--- config.mk ---
export PLATFORM = sky130hd
export DESIGN_NAME = dlist_fetch_seq
export DESIGN_NICKNAME = d
export VERILOG_FILES = /design/src/rtl/dlfs_pkg.sv /design/src/rtl/dlfs_ctrl.sv /design/src/rtl/dlfs_counters.sv /design/src/rtl/dlfs_strobes.sv /design/src/rtl/dlist_fetch_seq.sv
export SDC_FILE = /design/constraint.sdc
export NUM_CORES = 1
export LEC_CHECK = 0
export BUFFER_PORTS_ARGS = -buffer_cell sky130_fd_sc_hd__buf_2
export CAP_MARGIN = 0
export CORE_AREA = 2 2 84 106
export CTS_CLUSTER_SIZE = 40
export DETAILED_ROUTE_END_ITERATION = 10
export DIE_AREA = 0 0 86 108
export GPL_TIMING_DRIVEN = 0
export MAX_ROUTING_LAYER = met4
export PLACE_DENSITY = 0.65
export SETUP_SLACK_MARGIN = 0.02
export SLEW_MARGIN = 40
export SYNTH_ARGS = -nofsm -noshare
export SYNTH_HDL_FRONTEND = slang
export SYNTH_HIERARCHICAL = 1
export SYNTH_SLANG_ARGS = --single-unit
--- constraint.sdc ---
create_clock -name clk -period 3.09 [get_ports clk]
set_input_delay 0.1545 -clock clk [delete_from_list [all_inputs] [get_ports clk]]
set_output_delay 0.1545 -clock clk [all_outputs]
set_load 0.05 [all_outputs]
--- src/rtl/dlfs_pkg.sv ---
package dlfs_pkg;
  typedef enum logic [2:0] {
    ST_IDLE,
    ST_ADDR,
    ST_DATA,
    ST_LAUNCH,
    ST_WAIT
  } seq_state_t;

  typedef enum logic [1:0] {
    SRC_CPU,
    SRC_SYM,
    SRC_LINE
  } addr_src_t;

  // flag positions inside record words
  localparam int SHOW_BIT = 0;
  localparam int LAST_BIT = 7;
endpackage

--- src/rtl/dlfs_ctrl.sv ---
module dlfs_ctrl
  import dlfs_pkg::*;
#(
  parameter int DATA_W    = 8,
  parameter int REC_WORDS = 10,
  parameter int SEQ_STEPS = 15,
  localparam int SW       = $clog2(SEQ_STEPS)
) (
  input  logic              clk,
  input  logic              rst_n,
  input  logic [DATA_W-1:0] rdata,
  input  logic              tick,
  input  logic              done,
  output logic [SW-1:0]     step,
  output addr_src_t         src,
  output logic              busy,
  output logic              rd_phase,
  output logic              fetch,
  output logic              launch,
  output logic              pc_reset,
  output logic              skip_add,
  output logic              pcc,
  output logic              vce,
  output logic              va_lo_ld,
  output logic              va_hi_ld
);
  localparam logic [SW-1:0] STEP_LINE0 = SW'(REC_WORDS);
  localparam logic [SW-1:0] STEP_PRE   = SW'(SEQ_STEPS - 2);
  localparam logic [SW-1:0] STEP_ONE   = SW'(1);
  localparam logic [SW-1:0] STEP_TWO   = SW'(2);

  seq_state_t    state_q, state_d;
  logic [SW-1:0] step_q, step_d;
  logic          last_sym_q, last_vec_q, pend_q;
  logic          in_sym;

  assign in_sym = (step_q < STEP_LINE0);
  assign step   = step_q;
  assign busy   = (state_q != ST_IDLE);

  always_comb begin
    state_d  = state_q;
    step_d   = step_q;
    src      = SRC_SYM;
    rd_phase = 1'b0;
    fetch    = 1'b0;
    launch   = 1'b0;
    pc_reset = 1'b0;
    skip_add = 1'b0;
    pcc      = 1'b0;
    vce      = 1'b0;
    va_lo_ld = 1'b0;
    va_hi_ld = 1'b0;
    case (state_q)
      ST_IDLE: begin
        src = SRC_CPU;
        if (tick || pend_q) begin
          pc_reset = 1'b1;
          step_d   = '0;
          state_d  = ST_ADDR;
        end
      end
      ST_ADDR: begin
        rd_phase = 1'b1;
        src      = in_sym ? SRC_SYM : SRC_LINE;
        state_d  = ST_DATA;
      end
      ST_DATA: begin
        fetch = 1'b1;
        if (in_sym) begin
          if (step_q == '0 && !rdata[SHOW_BIT]) begin
            skip_add = 1'b1;
            step_d   = '0;
            state_d  = rdata[LAST_BIT] ? ST_IDLE : ST_ADDR;
          end else begin
            pcc      = 1'b1;
            va_lo_ld = (step_q == STEP_ONE);
            va_hi_ld = (step_q == STEP_TWO);
            step_d   = step_q + 1'b1;
            state_d  = ST_ADDR;
          end
        end else begin
          vce     = 1'b1;
          step_d  = step_q + 1'b1;
          state_d = (step_q == STEP_PRE) ? ST_LAUNCH : ST_ADDR;
        end
      end
      ST_LAUNCH: begin
        launch  = 1'b1;
        state_d = ST_WAIT;
      end
      ST_WAIT: begin
        if (done) begin
          if (tick || pend_q) begin
            pc_reset = 1'b1;
            step_d   = '0;
            state_d  = ST_ADDR;
          end else if (!last_vec_q) begin
            step_d  = STEP_LINE0;
            state_d = ST_ADDR;
          end else if (last_sym_q) begin
            state_d = ST_IDLE;
          end else begin
            step_d  = '0;
            state_d = ST_ADDR;
          end
        end
      end
      default: state_d = ST_IDLE;
    endcase
  end

  always_ff @(posedge clk) begin
    if (!rst_n) begin
      state_q    <= ST_ADDR;
      step_q     <= '0;
      last_sym_q <= 1'b0;
      last_vec_q <= 1'b0;
      pend_q     <= 1'b0;
    end else begin
      state_q <= state_d;
      step_q  <= step_d;
      if (fetch && step_q == '0)       last_sym_q <= rdata[LAST_BIT];
      if (fetch && step_q == STEP_LINE0) last_vec_q <= rdata[LAST_BIT];
      if (pc_reset)  pend_q <= 1'b0;
      else if (tick) pend_q <= 1'b1;
    end
  end
endmodule

--- src/rtl/dlfs_counters.sv ---
module dlfs_counters #(
  parameter int DATA_W    = 8,
  parameter int REC_WORDS = 10,
  localparam int ADDR_W   = 2 * DATA_W
) (
  input  logic              clk,
  input  logic              rst_n,
  input  logic [DATA_W-1:0] rdata,
  input  logic              pc_reset,
  input  logic              skip_add,
  input  logic              pcc,
  input  logic              vce,
  input  logic              va_lo_ld,
  input  logic              va_hi_ld,
  output logic [ADDR_W-1:0] pc,
  output logic [ADDR_W-1:0] va
);
  function automatic logic [ADDR_W-1:0] next_record(input logic [ADDR_W-1:0] base);
    return base + ADDR_W'(REC_WORDS);
  endfunction

  function automatic logic [ADDR_W-1:0] next_word(input logic [ADDR_W-1:0] a);
    return a + ADDR_W'(1);
  endfunction

  always_ff @(posedge clk) begin
    if (!rst_n) begin
      pc <= '0;
      va <= '0;
    end else begin
      if (pc_reset)      pc <= '0;
      else if (skip_add) pc <= next_record(pc);
      else if (pcc)      pc <= next_word(pc);

      if (va_lo_ld)      va <= {va[ADDR_W-1:DATA_W], rdata};
      else if (va_hi_ld) va <= {rdata, va[DATA_W-1:0]};
      else if (vce)      va <= next_word(va);
    end
  end
endmodule

--- src/rtl/dlfs_strobes.sv ---
module dlfs_strobes #(
  parameter int SEQ_STEPS = 15,
  localparam int SW       = $clog2(SEQ_STEPS)
) (
  input  logic                 fetch,
  input  logic                 launch,
  input  logic [SW-1:0]        step,
  output logic [SEQ_STEPS-1:0] ld_n
);
  for (genvar i = 0; i < SEQ_STEPS; i++) begin : g_strb
    if (i == SEQ_STEPS - 1) begin : g_launch
      assign ld_n[i] = !launch;
    end else begin : g_word
      assign ld_n[i] = !(fetch && step == SW'(i));
    end
  end
endmodule

--- src/rtl/dlist_fetch_seq.sv ---
module dlist_fetch_seq
  import dlfs_pkg::*;
#(
  parameter int DATA_W    = 8,
  parameter int REC_WORDS = 10,
  parameter int SEQ_STEPS = 15,
  localparam int ADDR_W   = 2 * DATA_W,
  localparam int SW       = $clog2(SEQ_STEPS)
) (
  input  logic                 clk,
  input  logic                 rst_n,
  input  logic                 refresh_tick,
  input  logic                 cpu_rd,
  input  logic                 cpu_wr,
  input  logic [ADDR_W-1:0]    cpu_addr,
  input  logic [DATA_W-1:0]    cpu_wdata,
  output logic                 cpu_wait,
  output logic [ADDR_W-1:0]    mem_addr,
  output logic                 mem_rd,
  output logic                 mem_wr,
  output logic [DATA_W-1:0]    mem_wdata,
  input  logic [DATA_W-1:0]    mem_rdata,
  output logic [SEQ_STEPS-1:0] ld_n,
  output logic                 draw_start,
  input  logic                 draw_done
);
  logic [SW-1:0]     step;
  addr_src_t         src;
  logic              busy, rd_phase, fetch, launch;
  logic              pc_reset, skip_add, pcc, vce, va_lo_ld, va_hi_ld;
  logic [ADDR_W-1:0] pc_q, va_q;

  dlfs_ctrl #(.DATA_W(DATA_W), .REC_WORDS(REC_WORDS), .SEQ_STEPS(SEQ_STEPS)) ctrl_i (
    .clk(clk), .rst_n(rst_n), .rdata(mem_rdata), .tick(refresh_tick), .done(draw_done),
    .step(step), .src(src), .busy(busy), .rd_phase(rd_phase), .fetch(fetch),
    .launch(launch), .pc_reset(pc_reset), .skip_add(skip_add), .pcc(pcc), .vce(vce),
    .va_lo_ld(va_lo_ld), .va_hi_ld(va_hi_ld)
  );

  dlfs_counters #(.DATA_W(DATA_W), .REC_WORDS(REC_WORDS)) cnt_i (
    .clk(clk), .rst_n(rst_n), .rdata(mem_rdata), .pc_reset(pc_reset),
    .skip_add(skip_add), .pcc(pcc), .vce(vce), .va_lo_ld(va_lo_ld),
    .va_hi_ld(va_hi_ld), .pc(pc_q), .va(va_q)
  );

  dlfs_strobes #(.SEQ_STEPS(SEQ_STEPS)) strb_i (
    .fetch(fetch), .launch(launch), .step(step), .ld_n(ld_n)
  );

  always_comb begin
    case (src)
      SRC_SYM:  mem_addr = pc_q;
      SRC_LINE: mem_addr = va_q;
      default:  mem_addr = cpu_addr;
    endcase
  end

  assign mem_rd     = busy ? rd_phase : cpu_rd;
  assign mem_wr     = !busy && cpu_wr;
  assign mem_wdata  = cpu_wdata;
  assign cpu_wait   = busy && (cpu_rd || cpu_wr);
  assign draw_start = launch;
endmodule

==> impl_metrics.csv, run 1 <==
group,metric,value,unit
logic_synthesis,synth_top_area_cell,"dfxtp_1",
timing,finClkSkew,0.0106,ns
grt,antenna_found_initial,0,
cts,cts_made_buffers,5,
floorplanning,die_area,9290,um2
grt,grt_util_met1,0.239,
job,cap_violations,0,
worst_setup_path,worst_ep_required_time,3.26,ns
detailed_routing,ant_nets,0,
final_layout,final_nets,527,
floorplanning,fp.dieW,86,um
timing,clock.fmax,360,MHz
logic_synthesis,yosysMostFrequentCell,"nand2_1",
final_layout,diodes,0,
logic_synthesis,syn_area_per_cell,8.00,um2
placement,post-dp-hpwl,6990,um
timing,rsz0062_at_grt,"no",
timing,setup_viol,0,
cts,cts_hold_buf,0,
worst_setup_path,worstSetupPathType,"flop to flop",
run_status,status,"complete, no violations",
logic_synthesis,syn-cell-area,3210,um2
cts,post_cts_buffers,0,
final_layout,final_cells,578,
grt,grt_busiest_layer,"met2",
detailed_routing,wl_per_cell,15.6,um
grt,use_met2,0.333,
detailed_routing,via_per_inst,5.65,
cts,cts.htree.levels,2,
timing,final.setup.tns,0,ns
logic_synthesis,synthCells,401,
logic_synthesis,yosysSeqAreaShare,0.262,
logic_synthesis,ys_types,72,
floorplanning,initial_core_util,0.392,
detailed_routing,drt_iter0_drc,133,
logic_synthesis,ys_async_sr_fraction,0,
worst_setup_path,endpoint_kind,"flop",
floorplanning,ios,81,
timing,min_period,2.78,ns
logic_synthesis,post-synth-top-area-fraction,0.262,
final_layout,drive_gt1_frac,0.283,
floorplanning,core-area,8190,um2
logic_synthesis,yosysWarningCount,6,
detailed_routing,drt_wl_total,9020,um
pwr,pwr_density_cell,338,nW/um2
logic_synthesis,synth_top_cells_by_area,"dfxtp_1, nand2_1, nor2_1",
cts,root_buffer,"clkbuf_8",
cts,clk_latency,0.30,ns
logic_synthesis,synth_commonest_cells,"nand2_1, dfxtp_1, nor2_1, nand3_1, o21ai_0",
worst_setup_path,cpMaxStageDelayCell,"dfxtp_2",
timing,maxSlewViolCount,0,
placement,io_buffers,72,
detailed_routing,post-route-drc-count,0,
grt,grt_usage,0.196,
worst_setup_path,arrival,2.95,ns
cts,clkSlewWorstSetupHoldPaths,0.09,ns
timing,slew_headroom,0.638,
logic_synthesis,ys.flop_type,"dfxtp_1",
timing,finalCritPeriodShare,0.899,
worst_setup_path,cp-start-kind,"flop",
final_layout,syn_to_final_growth,18.3,%
pwr,irDropWorstVdd,0.205,mV
worst_hold_path,hold_path_class,"primary input to flop",
timing,tightest_slew,0.543,ns
grt,first_global_vias,3005,
detailed_routing,vias,3266,
worst_setup_path,crit_chain,"inv_1 > ha_1 > nor4b_2 > nor2_1 > and3_1 > clkbuf_1 > o21bai_1 > clkbuf_1 > o311ai_0 > a31oi_1",
worst_setup_path,max_stage_delay,0.45,ns
timing,hold_viol,0,
logic_synthesis,synth_edf_count,0,
logic_synthesis,ys_ff_latch,42,
logic_synthesis,syn-num-nets,448,
grt,overflow,0,
pwr,leakage,1.47,nW
cts,cts_tree,"done",
cts,post_cts_resized,0,
worst_setup_path,cpMostUsedCell,"clkbuf_1",
grt,met3_usage,0.0229,
worst_setup_path,critPathMaxFanout,12,
floorplanning,chipHeight,108,um
cts,clockBufferDepth,2,
placement,gp_congestion,0.974,
placement,placed_cells,570,
cts,clkSinkCount,42,
grt,grt_start_max_net_pins,14,
grt,grt_pass1_wl,14300,um
detailed_routing,first_pass_iters,5,
floorplanning,row_count,37,
## registers in the layout, summed over array words and instances, names as in the netlist
name,flops
cnt_i/pc,16
cnt_i/va,16
ctrl_i/last_sym_q,1
ctrl_i/last_vec_q,1
ctrl_i/pend_q,1
ctrl_i/state_q,3
ctrl_i/step,4
## critical path, delay by kind of cell (launching register included)
family / cells / cell delay, ns
flops: 1 / 0.45
compound gates: 3 / 0.68
fa+ha+maj: 1 / 0.21
simple gates: 3 / 0.63
buf+inv: 3 / 0.66
## per-stage QoR
step | util | power [mW] | hold WS, ns | setup WS (ns) | area (um2)
6_report | 0.463 | 1.28 | 0.140 | 0.312 | 3790
5_1_grt | 0.463 | 1.34 | 0.138 | 0.0265 | 3790
4_1_cts | 0.462 | 1.30 | 0.115 | 0.108 | 3780
3_5_place_dp | 0.450 | 0.911 | 0.428 | 0.182 | 3690
3_3_place_gp | 0.450 | 0.907 | 0.427 | 0.219 | 3690
2_1_floorplan | - | 0.824 | 0.298 | 0.203 | 3210
## logic make-up (layout without fill, tap and decap cells)
family	after synthesis	after routing	synth area share
AND/OR/NAND/NOR	181	181	0.320
AO/OA/AOI/OAI	97	97	0.226
buffers and inverters	45	125	0.0796
flip-flops	42	42	0.262
XOR/XNOR	19	19	0.0519
adder cells (fa/ha/maj)	9	9	0.0351
multiplexers	8	8	0.0254
## metal layers
| metal | wire length, um | part of all wire |
|---|---|---|
| met5 | 0 | 0 |
| met4 | 158 | 0.018 |
| met3 | 447 | 0.050 |
| met2 | 4490 | 0.50 |
| met1 | 3920 | 0.43 |
## layout make-up
cell class / instances / area, um2
repair buffers: 72 / 360
inverters: 13 / 50.0
multi-input cells: 314 / 2120
flip-flops and latches: 42 / 843
clock buffers: 6 / 82.6
clock inverters: 2 / 12.5
well taps: 97 / 121
fillers: 832 / 4400
plain buffers: 32 / 205
## placed cells by master (no fill, tap or decap), types with 4 or more instances in the layout
cell type,netlist,final
a22oi_2,10,10
mux2i_1,7,7
nand2b_1,5,5
and3_1,10,10
and3b_1,5,5
nand2_1,43,43
o21ai_1,12,12
o21ai_0,16,16
nand4_1,14,14
clkbuf_1,10,10
nand3_1,20,20
a22oi_1,9,9
buf_4,8,8
inv_1,10,10
xnor2_1,13,13
buf_2,8,80
clkbuf_8,0,6
nor2b_1,13,13
a21oi_1,13,13
xor2_1,6,6
ha_1,9,9
a31oi_1,5,5
dfxtp_1,42,40
nor3_1,4,4
nor2_1,35,35
## power by group
part / internal [mW] / total (mW) / switching, mW
clock: 0.180 / 0.382 / 0.202
sequential: 0.551 / 0.565 / 0.0148
combinational: 0.101 / 0.333 / 0.232
total: 0.832 / 1.28 / 0.449
## final timing paths
kind                                startpoint            to  slack, ns  cells after the start
worst max-delay path            ctrl_i/step[0]  cnt_i/va[11]       0.31                     10
worst min-delay path              mem_rdata[2]   cnt_i/va[2]       0.14                      3
worst max register to register  ctrl_i/step[0]  cnt_i/va[11]       0.31                     10
worst min register to register    cnt_i/pc[14]  cnt_i/pc[14]       0.50                      2
No activity file was read; power rests on OpenSTA's default activity.
==> run 2, diff against run 1 <==
CTS_BUF_LIST = sky130_fd_sc_hd__clkbuf_2   (was not set)
SLEW_MARGIN = 20   (was 40)
==> run 2 against run 1 <==
Against the previous run:
- worst setup slack lost 0.040 ns
- flip-flop and latch count unchanged
- first-iteration DRC count increased by 12%
- final cell count up 0.52%
- critical path type is now flop to primary output
- largest power group unchanged
==> impl_metrics.csv, run 2 (synthesis gave the netlist of run 1 again) <==
group,metric,value,unit
run_status,status,"complete, no violations",
timing,final.setup.tns,0,ns
floorplanning,row_count,37,
timing,rsz0062_at_grt,"yes",
cts,cts.htree.levels,2,
grt,grt_pass1_wl,14400,um
detailed_routing,ant_nets,0,
worst_setup_path,max_stage_delay,0.47,ns
timing,clock.fmax,355,MHz
final_layout,syn_to_final_growth,17.8,%
final_layout,multi_input_area,2120,um2
detailed_routing,wl_per_cell,15.5,um
timing,finalCritPeriodShare,0.912,
pwr,leakage,1.46,nW
pwr,switching_power,441,uW
worst_hold_path,hold_path_class,"primary input to flop",
floorplanning,core-area,8190,um2
detailed_routing,drt_iter0_drc,149,
worst_setup_path,endpoint_kind,"primary output",
grt,grt_util_met1,0.240,
final_layout,postLayoutCoreUtil,0.461,
cts,clockBufferDepth,2,
pwr,clockPowerShare,0.213,
job,cap_violations,0,
worst_setup_path,reg2reg_slack,0.32,ns
worst_setup_path,cpMaxStageDelayCell,"or3_1",
detailed_routing,first_pass_iters,5,
placement,gp_congestion,0.974,
worst_setup_path,arrival,2.66,ns
pwr,pwr-share-comb,0.294,
timing,finClkSkew,0.0223,ns
detailed_routing,drt_wl_total,9020,um
final_layout,final_cells,581,
grt,antenna_found_initial,0,
floorplanning,chipHeight,108,um
cts,root_buffer,"clkbuf_2",
cts,post_cts_buffers,0,
pwr,p_seq_frac,0.493,
grt,overflow,0,
grt,met3_usage,0.0244,
pwr,p_int,710,uW
detailed_routing,post-route-drc-count,0,
final_layout,final_nets,530,
placement,placed_cells,570,
detailed_routing,via_per_inst,5.72,
worst_setup_path,cpMostUsedCell,"buf_2",
grt,grt_start_max_net_pins,14,
worst_setup_path,crit_chain,"clkbuf_2 > or3_1 > nor2b_1 > inv_1 > ha_1 > buf_2 > o21ai_0 > buf_2",
floorplanning,fp.dieW,86,um
grt,first_global_vias,3013,
grt,grt_usage,0.195,
grt,use_met2,0.333,
pwr,irDropWorstVdd,0.202,mV
final_layout,final_cell_mix,"buf_2, nand2_1, dfxtp_1, nor2_1, nand3_1",
worst_setup_path,critPathMaxFanout,10,
timing,tightest_slew,0.523,ns
grt,grt_busiest_layer,"met2",
floorplanning,initial_core_util,0.392,
cts,clk_latency,0.43,ns
final_layout,fillers,834,
placement,io_buffers,72,
timing,min_period,2.82,ns
floorplanning,ios,81,
timing,slew_headroom,0.651,
timing,hold_viol,0,
pwr,p_sw_frac,0.383,
cts,clkSinkCount,42,
final_layout,seqCellArea,843,um2
final_layout,diodes,0,
placement,post-dp-hpwl,6990,um
pwr,fin_total_pwr,1.15,mW
floorplanning,die_area,9290,um2
final_layout,drive_gt1_frac,0.281,
final_layout,layout_commonest_cell,"buf_2",
worst_setup_path,worst_ep_required_time,2.94,ns
pwr,pwr_density_cell,305,nW/um2
timing,setup_viol,0,
detailed_routing,vias,3322,
cts,cts_made_buffers,5,
timing,maxSlewViolCount,0,
cts,cts_tree,"done",
cts,clkSlewWorstSetupHoldPaths,0.22,ns
worst_setup_path,cp-start-kind,"flop",
worst_setup_path,worstSetupPathType,"flop to primary output",
==> run 2: metal layers <==
layer  up-vias  part of all wire
li1       1627                 -
met1      1548              0.43
met2       128              0.49
met3        19             0.053
met4         0             0.020
met5         -                 0
==> run 2: critical path: cells and delay by family (launching register included) <==
| family | cells | cell delay, ns |
|---|---|---|
| DFF | 1 | 0.37 |
| buffers and inverters | 4 | 0.75 |
| adders and majority gates | 1 | 0.30 |
| and+or+nand+nor | 2 | 0.65 |
| AOI/OAI and AO/OA | 1 | 0.17 |
==> run 2: worst paths after layout <==
kind / from / endpoint / cells past startpoint
setup reg to reg: ctrl_i/step[0] / cnt_i/pc[10] / 9
hold reg to reg: cnt_i/pc[14] / cnt_i/pc[14] / 2
hold / removal: mem_rdata[1] / cnt_i/va[1] / 3
setup / recovery: ctrl_i/state_q[2] / mem_addr[14] / 8
==> run 2: cell type report <==
type / count / area share
Buffer: 32 / 0.0546
Clock buffer: 5 / 0.00662
Clock inverter: 3 / 0.00430
Inverter: 13 / 0.0132
Multi-Input combinational cell: 314 / 0.561
Sequential cell: 42 / 0.223
Tap cell: 97 / 0.0321
Timing Repair Buffer: 75 / 0.105
==> run 2: repair_timing <==
item                                    in CTS  in global routing
hold buffers                                 3                  0
gates resized for setup                      1                  8
endpoints found under the setup margin      16                 25
endpoints found under the hold margin        3                  0
cloned                                       0                  0
==> run 2: metrics by stage <==
stage / instance area (um2) / hold WS (ns) / worst slack (ns)
CTS: 3770 / 0.0101 / 0.101
detailed placement: 3690 / 0.428 / 0.182
finish: 3780 / 0.0255 / 0.273
global route: 3780 / 0.0171 / 0.0161
floorplan: 3210 / 0.298 / 0.203
global placement: 3690 / 0.427 / 0.219
==> run 2: power by group through the flow <==
stage	Combinational (mW)	Clock (mW)	Sequential [mW]
after floorplan	0.251	0	0.574
after global placement	0.329	0	0.577
after detailed placement	0.333	0	0.578
after CTS	0.337	0.258	0.568
after global routing	0.363	0.277	0.571
final	0.338	0.245	0.568
